`src/rtl/rlut_pkg.sv`:
```
package rlut_pkg;

  localparam int OPND_N = 2;
  localparam int CODE_W = 1 << OPND_N;
  localparam int GATE_W = 3;
  localparam int OSEL_W = $clog2(GATE_W);

  typedef enum logic [2:0] {
    SRC_ZERO = 3'd0,
    SRC_ONE  = 3'd1,
    SRC_P    = 3'd2,
    SRC_NP   = 3'd3,
    SRC_Q    = 3'd4,
    SRC_NQ   = 3'd5
  } src_e;

  typedef struct packed {
    logic              gate_en;
    logic              konst;
    src_e              sa;
    src_e              sb;
    src_e              sc;
    logic [OSEL_W-1:0] osel;
  } route_t;

  function automatic route_t mk_route(logic en, logic k, src_e a, src_e b,
                                      src_e c, logic [OSEL_W-1:0] o);
    route_t r;
    r.gate_en = en;
    r.konst   = k;
    r.sa      = a;
    r.sb      = b;
    r.sc      = c;
    r.osel    = o;
    return r;
  endfunction

  // fixed reversible permutation, index {a,b,c} -> {o2,o1,o0}
  function automatic logic [GATE_W-1:0] gate_perm(logic [GATE_W-1:0] x);
    logic [GATE_W-1:0] y;
    case (x)
      3'd0:    y = 3'd1;
      3'd1:    y = 3'd5;
      3'd2:    y = 3'd3;
      3'd3:    y = 3'd0;
      3'd4:    y = 3'd4;
      3'd5:    y = 3'd2;
      3'd6:    y = 3'd7;
      default: y = 3'd6;
    endcase
    return y;
  endfunction

  // truth-table lookup: MSB of the code is f(0,0), LSB is f(1,1)
  function automatic logic tt_bit(logic [CODE_W-1:0] code, logic pp, logic qq);
    int idx;
    idx = (CODE_W - 1) - (2 * int'(pp) + int'(qq));
    return code[idx];
  endfunction

endpackage

```
`src/rtl/rlut_route_table.sv`:
```
module rlut_route_table
  import rlut_pkg::*;
(
  input  logic [CODE_W-1:0] code,
  output route_t            route
);

  always_comb begin
    case (code)
      4'd0:  route = mk_route(1'b0, 1'b0, SRC_ZERO, SRC_ZERO, SRC_ZERO, 2'd0);
      4'd15: route = mk_route(1'b0, 1'b1, SRC_ZERO, SRC_ZERO, SRC_ZERO, 2'd0);
      // conjunction family on o1 with b=0: o1 = a & c
      4'd1:  route = mk_route(1'b1, 1'b0, SRC_P,    SRC_ZERO, SRC_Q,    2'd1);
      4'd2:  route = mk_route(1'b1, 1'b0, SRC_P,    SRC_ZERO, SRC_NQ,   2'd1);
      4'd4:  route = mk_route(1'b1, 1'b0, SRC_NP,   SRC_ZERO, SRC_Q,    2'd1);
      4'd8:  route = mk_route(1'b1, 1'b0, SRC_NP,   SRC_ZERO, SRC_NQ,   2'd1);
      // disjunction family on o1 with b=1: o1 = a | ~c
      4'd7:  route = mk_route(1'b1, 1'b0, SRC_P,    SRC_ONE,  SRC_NQ,   2'd1);
      4'd11: route = mk_route(1'b1, 1'b0, SRC_P,    SRC_ONE,  SRC_Q,    2'd1);
      4'd13: route = mk_route(1'b1, 1'b0, SRC_Q,    SRC_ONE,  SRC_P,    2'd1);
      4'd14: route = mk_route(1'b1, 1'b0, SRC_NP,   SRC_ONE,  SRC_Q,    2'd1);
      // pass-through on o1 with a=1, b=0: o1 = c
      4'd3:  route = mk_route(1'b1, 1'b0, SRC_ONE,  SRC_ZERO, SRC_P,    2'd1);
      4'd5:  route = mk_route(1'b1, 1'b0, SRC_ONE,  SRC_ZERO, SRC_Q,    2'd1);
      4'd10: route = mk_route(1'b1, 1'b0, SRC_ONE,  SRC_ZERO, SRC_NQ,   2'd1);
      4'd12: route = mk_route(1'b1, 1'b0, SRC_ONE,  SRC_ZERO, SRC_NP,   2'd1);
      // parity on o2 with b=0: o2 = a ^ c
      4'd6:  route = mk_route(1'b1, 1'b0, SRC_P,    SRC_ZERO, SRC_Q,    2'd2);
      default: route = mk_route(1'b1, 1'b0, SRC_P,  SRC_ZERO, SRC_NQ,   2'd2);
    endcase
  end

endmodule

```
`src/rtl/rlut_steer.sv`:
```
module rlut_steer
  import rlut_pkg::*;
(
  input  src_e sel,
  input  logic p,
  input  logic q,
  output logic o
);

  always_comb begin
    case (sel)
      SRC_ONE: o = 1'b1;
      SRC_P:   o = p;
      SRC_NP:  o = ~p;
      SRC_Q:   o = q;
      SRC_NQ:  o = ~q;
      default: o = 1'b0;
    endcase
  end

endmodule

```
`src/rtl/rlut_core_gate.sv`:
```
module rlut_core_gate
  import rlut_pkg::*;
(
  input  logic [GATE_W-1:0] gin,
  output logic [GATE_W-1:0] gout
);

  assign gout = gate_perm(gin);

endmodule

```
`src/rtl/rev_lut2_cell.sv`:
```
module rev_lut2_cell
  import rlut_pkg::*;
(
  input  logic              clk,
  input  logic              rst_n,
  input  logic              cfg_load,
  input  logic [CODE_W-1:0] cfg_code,
  input  logic              p,
  input  logic              q,
  output logic              f,
  output logic              f_valid
);

  logic [CODE_W-1:0] code_q;
  logic              valid_q;
  route_t            route;
  src_e              sel_v [GATE_W];
  logic [GATE_W-1:0] steer_v;
  logic [GATE_W-1:0] gate_in;
  logic [GATE_W-1:0] gate_out;
  logic              gate_active;
  logic              gate_bit;

  // code register, loaded only by the strobe
  always_ff @(posedge clk or negedge rst_n) begin
    if (!rst_n) begin
      code_q  <= '0;
      valid_q <= 1'b0;
    end else if (cfg_load) begin
      code_q  <= cfg_code;
      valid_q <= 1'b1;
    end
  end

  rlut_route_table u_table (
    .code  (code_q),
    .route (route)
  );

  assign sel_v[0] = route.sc;
  assign sel_v[1] = route.sb;
  assign sel_v[2] = route.sa;

  // one steering mux per gate input, bit 2 = a, bit 0 = c
  for (genvar g = 0; g < GATE_W; g++) begin : g_steer
    rlut_steer u_steer (
      .sel (sel_v[g]),
      .p   (p),
      .q   (q),
      .o   (steer_v[g])
    );
  end

  assign gate_active = route.gate_en;
  assign gate_in     = gate_active ? steer_v : '0;

  rlut_core_gate u_gate (
    .gin  (gate_in),
    .gout (gate_out)
  );

  assign gate_bit = gate_out[route.osel];

  always_comb begin
    if (!valid_q)         f = 1'b0;
    else if (gate_active) f = gate_bit;
    else                  f = route.konst;
  end

  assign f_valid = valid_q;

  a_r2_load_capture: assert property (@(posedge clk) disable iff (!rst_n)
    cfg_load |=> (f_valid && code_q == $past(cfg_code)));

  a_r3_code_hold: assert property (@(posedge clk) disable iff (!rst_n)
    !cfg_load |=> $stable(code_q));

  a_r4_truth_table: assert property (@(posedge clk) disable iff (!rst_n)
    f_valid |-> (f == tt_bit(code_q, p, q)));

  a_r5_const_zero: assert property (@(posedge clk) disable iff (!rst_n)
    (f_valid && code_q == 4'd0) |-> !f);

  a_r5_const_one: assert property (@(posedge clk) disable iff (!rst_n)
    (f_valid && code_q == 4'd15) |-> f);

  a_r6_follow_p: assert property (@(posedge clk) disable iff (!rst_n)
    (f_valid && code_q == 4'd3) |-> (f == p));

  a_r7_parity: assert property (@(posedge clk) disable iff (!rst_n)
    (f_valid && code_q == 4'd6) |-> (f == (p ^ q)));

  a_r8_idle_when_invalid: assert property (@(posedge clk) disable iff (!rst_n)
    !f_valid |-> !f);

endmodule

```
`config.mk`:
```
export PLATFORM = sky130hd
export DESIGN_NAME = rev_lut2_cell
export DESIGN_NICKNAME = d
export VERILOG_FILES = /design/src/rtl/rlut_pkg.sv /design/src/rtl/rlut_route_table.sv /design/src/rtl/rlut_steer.sv /design/src/rtl/rlut_core_gate.sv /design/src/rtl/rev_lut2_cell.sv
export SDC_FILE = /design/constraint.sdc
export NUM_CORES = 1
export LEC_CHECK = 0
export CAP_MARGIN = 0
export CORE_UTILIZATION = 51
export CTS_CLUSTER_SIZE = 28
export DETAILED_ROUTE_END_ITERATION = 16
export PLACE_DENSITY = 0.81
export RECOVER_POWER = 100
export SYNTH_ARGS = -nofsm -noshare
export SYNTH_HDL_FRONTEND = slang
export SYNTH_SLANG_ARGS = --single-unit
```
`constraint.sdc`:
```
create_clock -name clk -period 2.9 [get_ports clk]
set_clock_uncertainty 0.05 [all_clocks]
set_input_delay 0.58 -clock clk [delete_from_list [all_inputs] [get_ports clk]]
set_output_delay 0.58 -clock clk [all_outputs]
set_load 0.01 [all_outputs]
```
After elaboration in Yosys (flattened, before gate mapping)
Memory sizes are Yosys's and may differ from the RTL's.
Cells that the tools add are included.

word-level totals
  bits of input ports = 9
  bits in read-only memories = 176
  flip-flop bits (word level) = 5
  memories kept = 1

memories
  memory            words  bits a word  read ports  clocked after memory_dff  write ports  RTL line               source
  (name not given)  16     11           1           0                         0            rlut_route_table.sv:9  case (code)

operators by class
  reductions and logical operators = 1
  muxes and demuxes = 9
  $lt $le $gt $ge = 1
  equal/unequal tests = 21
  bitwise logic cells = 2

operator list
  operator            count
  $eq 3x3->1 const B  9
  $eq 3x2->1 const B  8
  $pmux 3 s7          1
  $pmux 1 s5          3
  $eq 3x1->1 const B  4
  $logic_not 3->1     1
  $lt 2x3->1 const B  1
  $mux 1              3
  $mux 3              1
  $bmux 1 s2          1
  $not 1->1           2

Logic depth before layout (Yosys ltp)
Gate-level depths: netlist of run 1.
An unclocked memory read counts as a cell.

  word-level depth = 10
  gate-level depth with buffers = 8

Cells and area by module
A second synthesis of run 1 with hierarchy kept.

unflattened totals
  cells, all modules = 81
  area total of the unflattened synthesis = 721.9 um^2

modules (own cells, without submodules)
  module            instances  cells an instance  area each (um^2)
  rlut_route_table  1          41                 342.8
  rev_lut2_cell     1          18                 237.7
  rlut_steer        3          6                  35.0
  rlut_core_gate    1          4                  36.3

Least setup slack after synthesis of run 1
Ideal clock, no wire load.

  kind = register -> output
  start point = register code_q[1]
  end point = output port f
  arrival = 2093 ps
  required time = 2270 ps
  path slack = 177 ps
  stages on the path, launching flop included = 9
  buffers on the path = 1
  cell sequence = dfrtp_1 ha_1 buf_4 inv_2 mux4_2 a311o_1 and2_4 a311oi_2 o211ai_1

between the ends
  cells in the longest elaborated chain, start to end = 10
  elaborated cells on any way between the ends = 32

ends and longest elaborated chain
  element                                   RTL line             source
  start, declared                           rev_lut2_cell.sv:14  logic [CODE_W-1:0] code_q;
  start signal, assigned                    rev_lut2_cell.sv:30  code_q <= cfg_code;
  $mem_v2 16x11 *                           -
  $eq 3x3->1, or another cell as far along  rlut_steer.sv:11     case (sel)
  $pmux 1 s5                                rlut_steer.sv:11
  $mux 3                                    rev_lut2_cell.sv:55  assign gate_in = gate_active ? steer_v : '0;
  $eq 3x3->1, or another cell as far along  rlut_pkg.sv:41       case (x)
  $pmux 3 s7                                rlut_pkg.sv:41
  $bmux 1 s2                                rev_lut2_cell.sv:62  assign gate_bit = gate_out[route.osel];
  $mux 1 (implied by the code)              rev_lut2_cell.sv:62
  $mux 1 *                                  rev_lut2_cell.sv:66  else if (gate_active) f = gate_bit;
  $mux 1 *                                  rev_lut2_cell.sv:65  if (!valid_q) f = 1'b0;
  end, declared                             rev_lut2_cell.sv:10  output logic f,

Mark *: on every way between the ends. The rest lies on a longest branch, timed or not. The select of a mux whose other input is x is not followed.

Final worst setup path of run 1
  start point = register code_q[0]
  end point = output port f

Same word-level chain as after synthesis.

==> impl_metrics.tcl, run 1 <==
set metrics [dict create \
    setup_tns_ns -0.178 \
    area_delta_synth_final_pct 39.3 \
    fin_ws_ns -0.178 \
    drtIter0Drc 29 \
    endpoint_kind "primary output" \
    synth_area_um2 694 \
    fmax_mhz 325 \
    max_stage_delay_ns 0.41 \
    final_hold_viol_count 0 \
    grt_pass1_vias 682 \
    fin_crit_ns 3.08 \
    design.core.area_um2 1190 \
    grt_overflow 0 \
    firstDrtPassIters 4 \
    wl_mm 1.74 \
    pin_count 11 \
    die_area_um2 1510 \
    status "finished with violations" \
    synth_cell_type_count 36 \
    finalCritPeriodShare 1.06 \
    yosys-top-cells-area "dfrtp_1, ha_1, mux4_2" \
    grt_pass1_wl_mm 2.73 \
    p_total_mw 0.360 \
    path_class "reg2out" \
    vdd_drop_max_v 0.000269 \
    die_w_um 38.9 \
    track_usage 0.262 \
    cts_tree "done" \
    htree_num_levels 1 \
    final_cell_mix "buf_4, nand2_1, o21ai_0, clkdlybuf4s50_1" \
    crit_path_cell_trace "inv_2 > ha_2 > buf_4 > and3b_1 > a2bb2oi_1 > a311o_1 > and2_4 > a311oi_2 > o211ai_1 > buf_2" \
    pre_cts_ws_ns -0.403 \
    diodes 0 \
    start_kind "register" \
    avgRoutedWirePerCell_um 14.4 \
    ys_seq_area_frac 0.180 \
    grt_max_degree 20 \
    viasPerCell 5.97 \
    numPortBuffers 10 \
    hold_class "reg2reg" \
    synth_nets 98 \
    syn_inst 82 \
    yosys_warnings 0 \
    place.gp.congestion 0.808 \
    crit_slowest_cell "dfrtp_1" \
    vias 722 \
    clk_path_buf_depth 2 \
    cts_buffers 3 \
    required_ns 2.27 \
    cts.clk_slew.worst_paths_ns 0.04 \
    yosysTopAreaCell "dfrtp_1" \
    die_h_um 38.9 \
    rsz0062_at_grt "yes" \
    route.detailed.drc 0 \
    post-dp-hpwl_mm 1.37 \
    synth.avg_cell_area_um2 8.47 \
    holdWs_ns 0.470 \
    powerDensity_nw_per_um2 372 \
    p_leak_nw 0.414 \
    violations "setup timing" \
    synth-seq-cells 5 \
    worst_pin_slew_ns 0.295 \
    maxCapViolations 0 \
    path_buf_inv 3 \
    cts-root-buf "clkbuf_4" \
    drive_above_1_share 0.336 \
    ant_nets 0 \
    setup_viol 1 \
    stdcell_area_um2 967 \
    clock_latency_ns 0.23 \
    rows 12 \
    grt_antenna_before_repair 0 \
    dpl_cell_area_um2 902 \
    initial_core_util 0.585 \
    synth_top_area_share 0.180 \
    layout.nets 124 \
    finalMaxSlewViolations 0 \
    crit_family "compound AO/OA/AOI/OAI gates" \
    slew_headroom 0.802 \
    crit_fanout 5 \
    arrival_ns 2.45 \
    mostFrequentLayoutCell "buf_4" \
    cts.sinks 5 \
    cts_setup_buffers 0 \
]
==> cell type report <==
| type | instances | area, um2 |
|---|---|---|
| repair buffers | 26 | 223 |
| multi-input cells | 65 | 548 |
| inverters | 7 | 26.3 |
| clock buffers | 4 | 26.3 |
| flip-flops and latches | 5 | 126 |
| well taps | 14 | 17.5 |
| fillers | 84 | 219 |
==> layer usage <==
layer | up-vias | global-route usage | part of all wire
met5 | - | 0 | 0
met4 | 0 | 0.164 | 0.024
met3 | 5 | 0.0289 | 0.041
met2 | 24 | 0.492 | 0.54
met1 | 341 | 0.270 | 0.40
li1 | 352 | - | -
==> flip-flops by register name, summed over array words and instances, names as in the netlist <==
| name | count |
|---|---|
| code_q | 4 |
| f_valid | 1 |
==> per-stage QoR <==
step,utilization,std cells
CTS,0.800,121
global placement,0.761,117
floorplan,-,82
detailed placement,0.761,117
global route,0.815,121
finish,0.815,121
==> power by group <==
part           internal, mW  switching (mW)  total (mW)
Sequential           0.0757         0.00829      0.0840
Combinational         0.106          0.0940       0.200
Clock                0.0517          0.0240      0.0757
==> synthesized netlist by cell type, drive strengths merged <==
cell,number
a211o,1
a21o,1
a21oi,4
a2bb2oi,1
a311o,1
a311oi,1
a31oi,1
and2,1
and3,2
and3b,2
buf,5
dfrtp,5
ha,7
inv,7
mux2,2
mux4,3
nand2,11
nand2b,1
nand3,1
nand3b,2
nand4b,1
nand4bb,1
nor2,2
nor2b,2
nor3,2
o2111ai,1
o211ai,3
o21ai,6
o22ai,1
o31ai,1
o32a,1
or2,1
or2b,1
==> final timing paths <==
| check | startpoint | endpoint | slack, ns | depth (start not counted) |
|---|---|---|---|---|
| setup / recovery | code_q[0] | f | -0.18 | 10 |
| hold / removal | f_valid | f_valid | 0.47 | 1 |
| setup reg to reg | code_q[2] | code_q[2] | 1.82 | 2 |
| hold reg to reg | f_valid | f_valid | 0.47 | 1 |
| max in group asynchronous | rst_n | code_q[1] | 2.01 | 1 |
| min in group asynchronous | rst_n | code_q[0] | 0.58 | 1 |
==> repair_timing <==
item | in CTS | in global routing
hold buffers | 0 | 0
cloned | 0 | 0
setup endpoints to repair | 1 | 1
pin swaps | 1 | 0
resized for setup | 11 | 4
==> kinds of logic after synthesis <==
group | synth area share
multiplexers | 0.135
buffers and inverters | 0.0811
AND/OR/NAND/NOR | 0.245
flip-flops | 0.180
adder cells (fa/ha/maj) | 0.126
AO/OA/AOI/OAI | 0.232
(Power assumes the default switching activity.)
==> run 2: changes to the inputs <==
- CELL_PAD_IN_SITES_DETAIL_PLACEMENT: unset -> 0
- CELL_PAD_IN_SITES_GLOBAL_PLACEMENT: unset -> 1
- CORE_UTILIZATION: 51 -> 38
==> impl_metrics.tcl, run 2 (synthesis gave the netlist of run 1 again) <==
set metrics [dict create \
    violations "setup timing" \
    cts_hold_buf 0 \
    p_leak_nw 0.437 \
    powerDensity_nw_per_um2 362 \
    finalMaxSlewViolations 0 \
    fin_crit_ns 3.08 \
    slew_headroom 0.783 \
    fin_ws_ns -0.176 \
    largest_reg_flops 4 \
    grt_overflow 0 \
    drtIter0Drc 25 \
    grt_pass1_wl_mm 3.09 \
    route.detailed.drc 0 \
    fmax_mhz 325 \
    start_kind "register" \
    maxCapViolations 0 \
    wl_mm 1.78 \
    post-dp-hpwl_mm 1.31 \
    grt_pass1_vias 713 \
    finalCritPeriodShare 1.06 \
    reg2reg_depth 5 \
    stdcell_area_um2 1020 \
    drive_above_1_share 0.357 \
    crit_family "compound AO/OA/AOI/OAI gates" \
    setup_tns_ns -0.176 \
    cts_tree "done" \
    clk_path_buf_depth 2 \
    crit_fanout 4 \
    firstDrtPassIters 4 \
    hold_class "reg2reg" \
    die_area_um2 2000 \
    arrival_ns 2.45 \
    cts.clk_slew.worst_paths_ns 0.04 \
    endpoint_kind "primary output" \
    largest_register "code_q" \
    crit_slowest_cell "mux4_2" \
    grt_antenna_before_repair 0 \
    die_w_um 44.8 \
    cts_buffers 3 \
    setup_viol 1 \
    r2r_start "code_q[0]" \
    cts.sinks 5 \
    grt_max_degree 17 \
    diodes 0 \
    viasPerCell 5.42 \
    htree_num_levels 1 \
    post-route-util 0.593 \
    min-delay-start "f_valid" \
    path_class "reg2out" \
    required_ns 2.27 \
    mostFrequentLayoutCell "buf_4" \
    dpl_cell_area_um2 931 \
    max_stage_delay_ns 0.47 \
    avgRoutedWirePerCell_um 13.0 \
    crit_path_cell_trace "buf_4 > ha_4 > inv_2 > mux4_2 > a311o_1 > and2_4 > a311oi_2 > o211ai_1 > buf_2" \
    place.gp.congestion 0.839 \
    status "finished with violations" \
    rsz0062_at_grt "yes" \
    track_usage 0.214 \
    path_buf_inv 3 \
    worst_pin_slew_ns 0.322 \
    vias 743 \
    initial_core_util 0.402 \
    numPortBuffers 10 \
    pin_count 11 \
    holdWs_ns 0.464 \
    final_cell_mix "buf_4, nand2_1, o21ai_0, clkdlybuf4s50_1" \
    die_h_um 44.8 \
    cp.depth 9 \
    rows 15 \
    layout.nets 129 \
    crit_path_start "code_q[0]" \
    hold-path-cell-count 1 \
    pre_cts_ws_ns -0.341 \
    design.core.area_um2 1730 \
    final_hold_viol_count 0 \
    area_delta_synth_final_pct 47.4 \
    vdd_drop_max_v 0.000236 \
    clock_latency_ns 0.24 \
    ant_nets 0 \
    cts-root-buf "clkbuf_4" \
]
## run 2: changes by cell type in the layout (fill, tap and decap cells not counted)
cell / change
buf_4: +5
ha_2: -1
ha_4: +1
nor3_1: +1
nor3_2: -1
## run 2: repair_timing
item / in CTS / in global routing
resized for setup: 15 / 0
pin swaps: 3 / 0
hold endpoints to repair: 0 / 0
endpoints found under the setup margin: 1 / 1
setup buffers: 3 / 0
## run 2: area by class of cell
cell class,count,area (um2)
Sequential cell,5,126
Tap cell,25,31.3
Timing Repair Buffer,31,260
Multi-Input combinational cell,65,553
Inverter,7,26.3
Clock buffer,4,26.3
Fill cell,164,703
## run 2: routing by layer
metal,wire length [um],track usage,vias up
li1,-,-,362
met1,724,0.261,346
met2,938,0.379,29
met3,70,0.0160,6
met4,45,0.103,0
met5,0,0,-
## run 2: path summary, 6_finish.rpt
path / slack [ns] / endpoint
min: 0.46 / f_valid
max in group asynchronous: 2.02 / code_q[1]
max: -0.18 / f
max reg2reg: 1.82 / code_q[0]
min in group asynchronous: 0.57 / code_q[0]
min reg2reg: 0.46 / f_valid
## run 2: where the power goes
| group | switching, mW | internal (mW) | total [mW] |
|---|---|---|---|
| Clock | 0.0291 | 0.0520 | 0.0812 |
| Sequential | 0.00933 | 0.0756 | 0.0849 |
| Combinational | 0.0916 | 0.113 | 0.205 |
| Total | 0.130 | 0.241 | 0.371 |
## run 2: worst register-to-register path, cell delays in order, from the launching register on
cell	delay [ns]
dfrtp_1	0.35
inv_2	0.05
buf_4	0.15
buf_4	0.13
buf_4	0.12
o21ai_0	0.14
## run 2: through the flow
stage | power [mW] | instances
after CTS | 0.372 | 137
final | 0.371 | 137
after floorplan | 0.203 | 82
after global routing | 0.405 | 137
after global placement | 0.273 | 130
after detailed placement | 0.275 | 130
==> run 3: changes to the inputs <==
- CORE_ASPECT_RATIO: unset -> 1.25
- CORE_UTILIZATION: 38 -> 30
- PLACE_DENSITY: 0.81 -> 0.67
==> impl_metrics.tcl, run 3 (synthesis gave the netlist of run 1 again) <==
set metrics [dict create \
    die_w_um 45.0 \
    route.detailed.drc 0 \
    setup_tns_ns -0.179 \
    clock_latency_ns 0.24 \
    avgRoutedWirePerCell_um 11.6 \
    rows 19 \
    area_delta_synth_final_pct 44.0 \
    p_total_mw 0.363 \
    numPortBuffers 10 \
    grt_antenna_before_repair 0 \
    multi_input_area_um2 543 \
    vdd_drop_max_v 0.000289 \
    pre_cts_ws_ns -0.396 \
    cts_buffers 3 \
    comb_power_share 0.558 \
    design.core.area_um2 2190 \
    htree_num_levels 1 \
    maxCapViolations 0 \
    largest_register "code_q" \
    cts_tree "done" \
    ff2ff_setup_slack_ns 1.93 \
    powerDensity_nw_per_um2 363 \
    violations "setup timing" \
    grt_pass1_vias 669 \
    fin_crit_ns 3.08 \
    sequentialPowerShare 0.227 \
    firstDrtPassIters 4 \
    regArea_um2 126 \
    grt_overflow 0 \
    die_area_um2 2510 \
    hold_class "reg2reg" \
    vias 714 \
    layout.nets 125 \
    viasPerCell 5.14 \
    holdWs_ns 0.457 \
    drive_above_1_share 0.333 \
    worst_pin_slew_ns 0.321 \
    fmax_mhz 325 \
    clock_power_share 0.215 \
    cts.sinks 5 \
    start_kind "register" \
    crit_fanout 5 \
    fin_ws_ns -0.179 \
    place.gp.congestion 0.804 \
    grt_max_degree 21 \
    post-route-util 0.457 \
    clk_path_buf_depth 2 \
    arrival_ns 2.45 \
    fill_cells 231 \
    track_usage 0.145 \
    final_hold_viol_count 0 \
    internal-power_mw 0.238 \
    pin_count 11 \
    status "finished with violations" \
    diodes 0 \
    drtIter0Drc 11 \
    p_sw_mw 0.125 \
    largest_reg_flops 4 \
    stdcell_area_um2 1000 \
    setup_viol 1 \
    path_class "reg2out" \
    mostFrequentLayoutCell "buf_4" \
    cts.clk_slew.worst_paths_ns 0.04 \
    finalMaxSlewViolations 0 \
    required_ns 2.27 \
    place_inst 131 \
    initial_core_util 0.318 \
    rsz0062_at_grt "yes" \
    wl_mm 1.62 \
    cts-root-buf "clkbuf_4" \
    finalNonFillerCells 139 \
    die_h_um 55.8 \
    ant_nets 0 \
    p_leak_nw 0.420 \
    post-dp-hpwl_mm 1.26 \
    p_sw_frac 0.344 \
    grt_pass1_wl_mm 2.85 \
    dpl_cell_area_um2 913 \
    slew_headroom 0.785 \
    endpoint_kind "primary output" \
    final_cell_mix "buf_4, nand2_1, o21ai_0, clkdlybuf4s50_1" \
    finalCritPeriodShare 1.06 \
]
[run 3: cell count changes in the layout (fill, tap and decap cells not counted)]
| cell | change |
|---|---|
| buf_6 | -1 |
| buf_4 | -4 |
| ha_2 | +1 |
| ha_4 | -1 |
| buf_12 | +1 |
[run 3: cell type report]
class	instances	area share
multi-input combinational	65	0.543
tap	31	0.0388
timing repair buffer	27	0.239
sequential	5	0.126
clock buffer	4	0.0263
inverter	7	0.0263
[run 3: final timing paths]
path,to,cells past startpoint,startpoint
setup / recovery,f,8,code_q[1]
hold / removal,f_valid,1,f_valid
setup reg to reg,code_q[0],4,code_q[0]
hold reg to reg,f_valid,1,f_valid
max in group asynchronous,code_q[1],1,rst_n
min in group asynchronous,code_q[2],1,rst_n
[run 3: power groups by stage]
stage / Combinational, mW / Sequential (mW) / Clock [mW]
CTS: 0.197 / 0.0817 / 0.0826
global route: 0.223 / 0.0834 / 0.0887
global placement: 0.191 / 0.0819 / 0
finish: 0.203 / 0.0825 / 0.0780
detailed placement: 0.191 / 0.0821 / 0
floorplan: 0.121 / 0.0818 / 0
[run 3: routing by layer]
layer,wire (um),global-route usage,share of wire,vias to the layer above
li1,-,-,-,356
met1,687,0.178,0.42,336
met2,863,0.261,0.53,20
met3,48,0,0.030,2
met4,19,0.0519,0.012,0
met5,0,0,0,-
[run 3: worst max-delay path: stages (launching register included)]
cell,delay [ns]
dfrtp_2,0.45
buf_6,0.14
ha_2,0.15
mux4_2,0.45
a311o_1,0.35
and2_4,0.18
a311oi_2,0.24
o211ai_1,0.10
buf_2,0.15
[run 3: timing repair]
item	in CTS	in global routing
buffers inserted	2	2
cloned	0	0
resized for setup	9	4
hold buffers	0	0
hold endpoints to repair	0	0
endpoints found under the setup margin	1	1
pin swaps	1	3
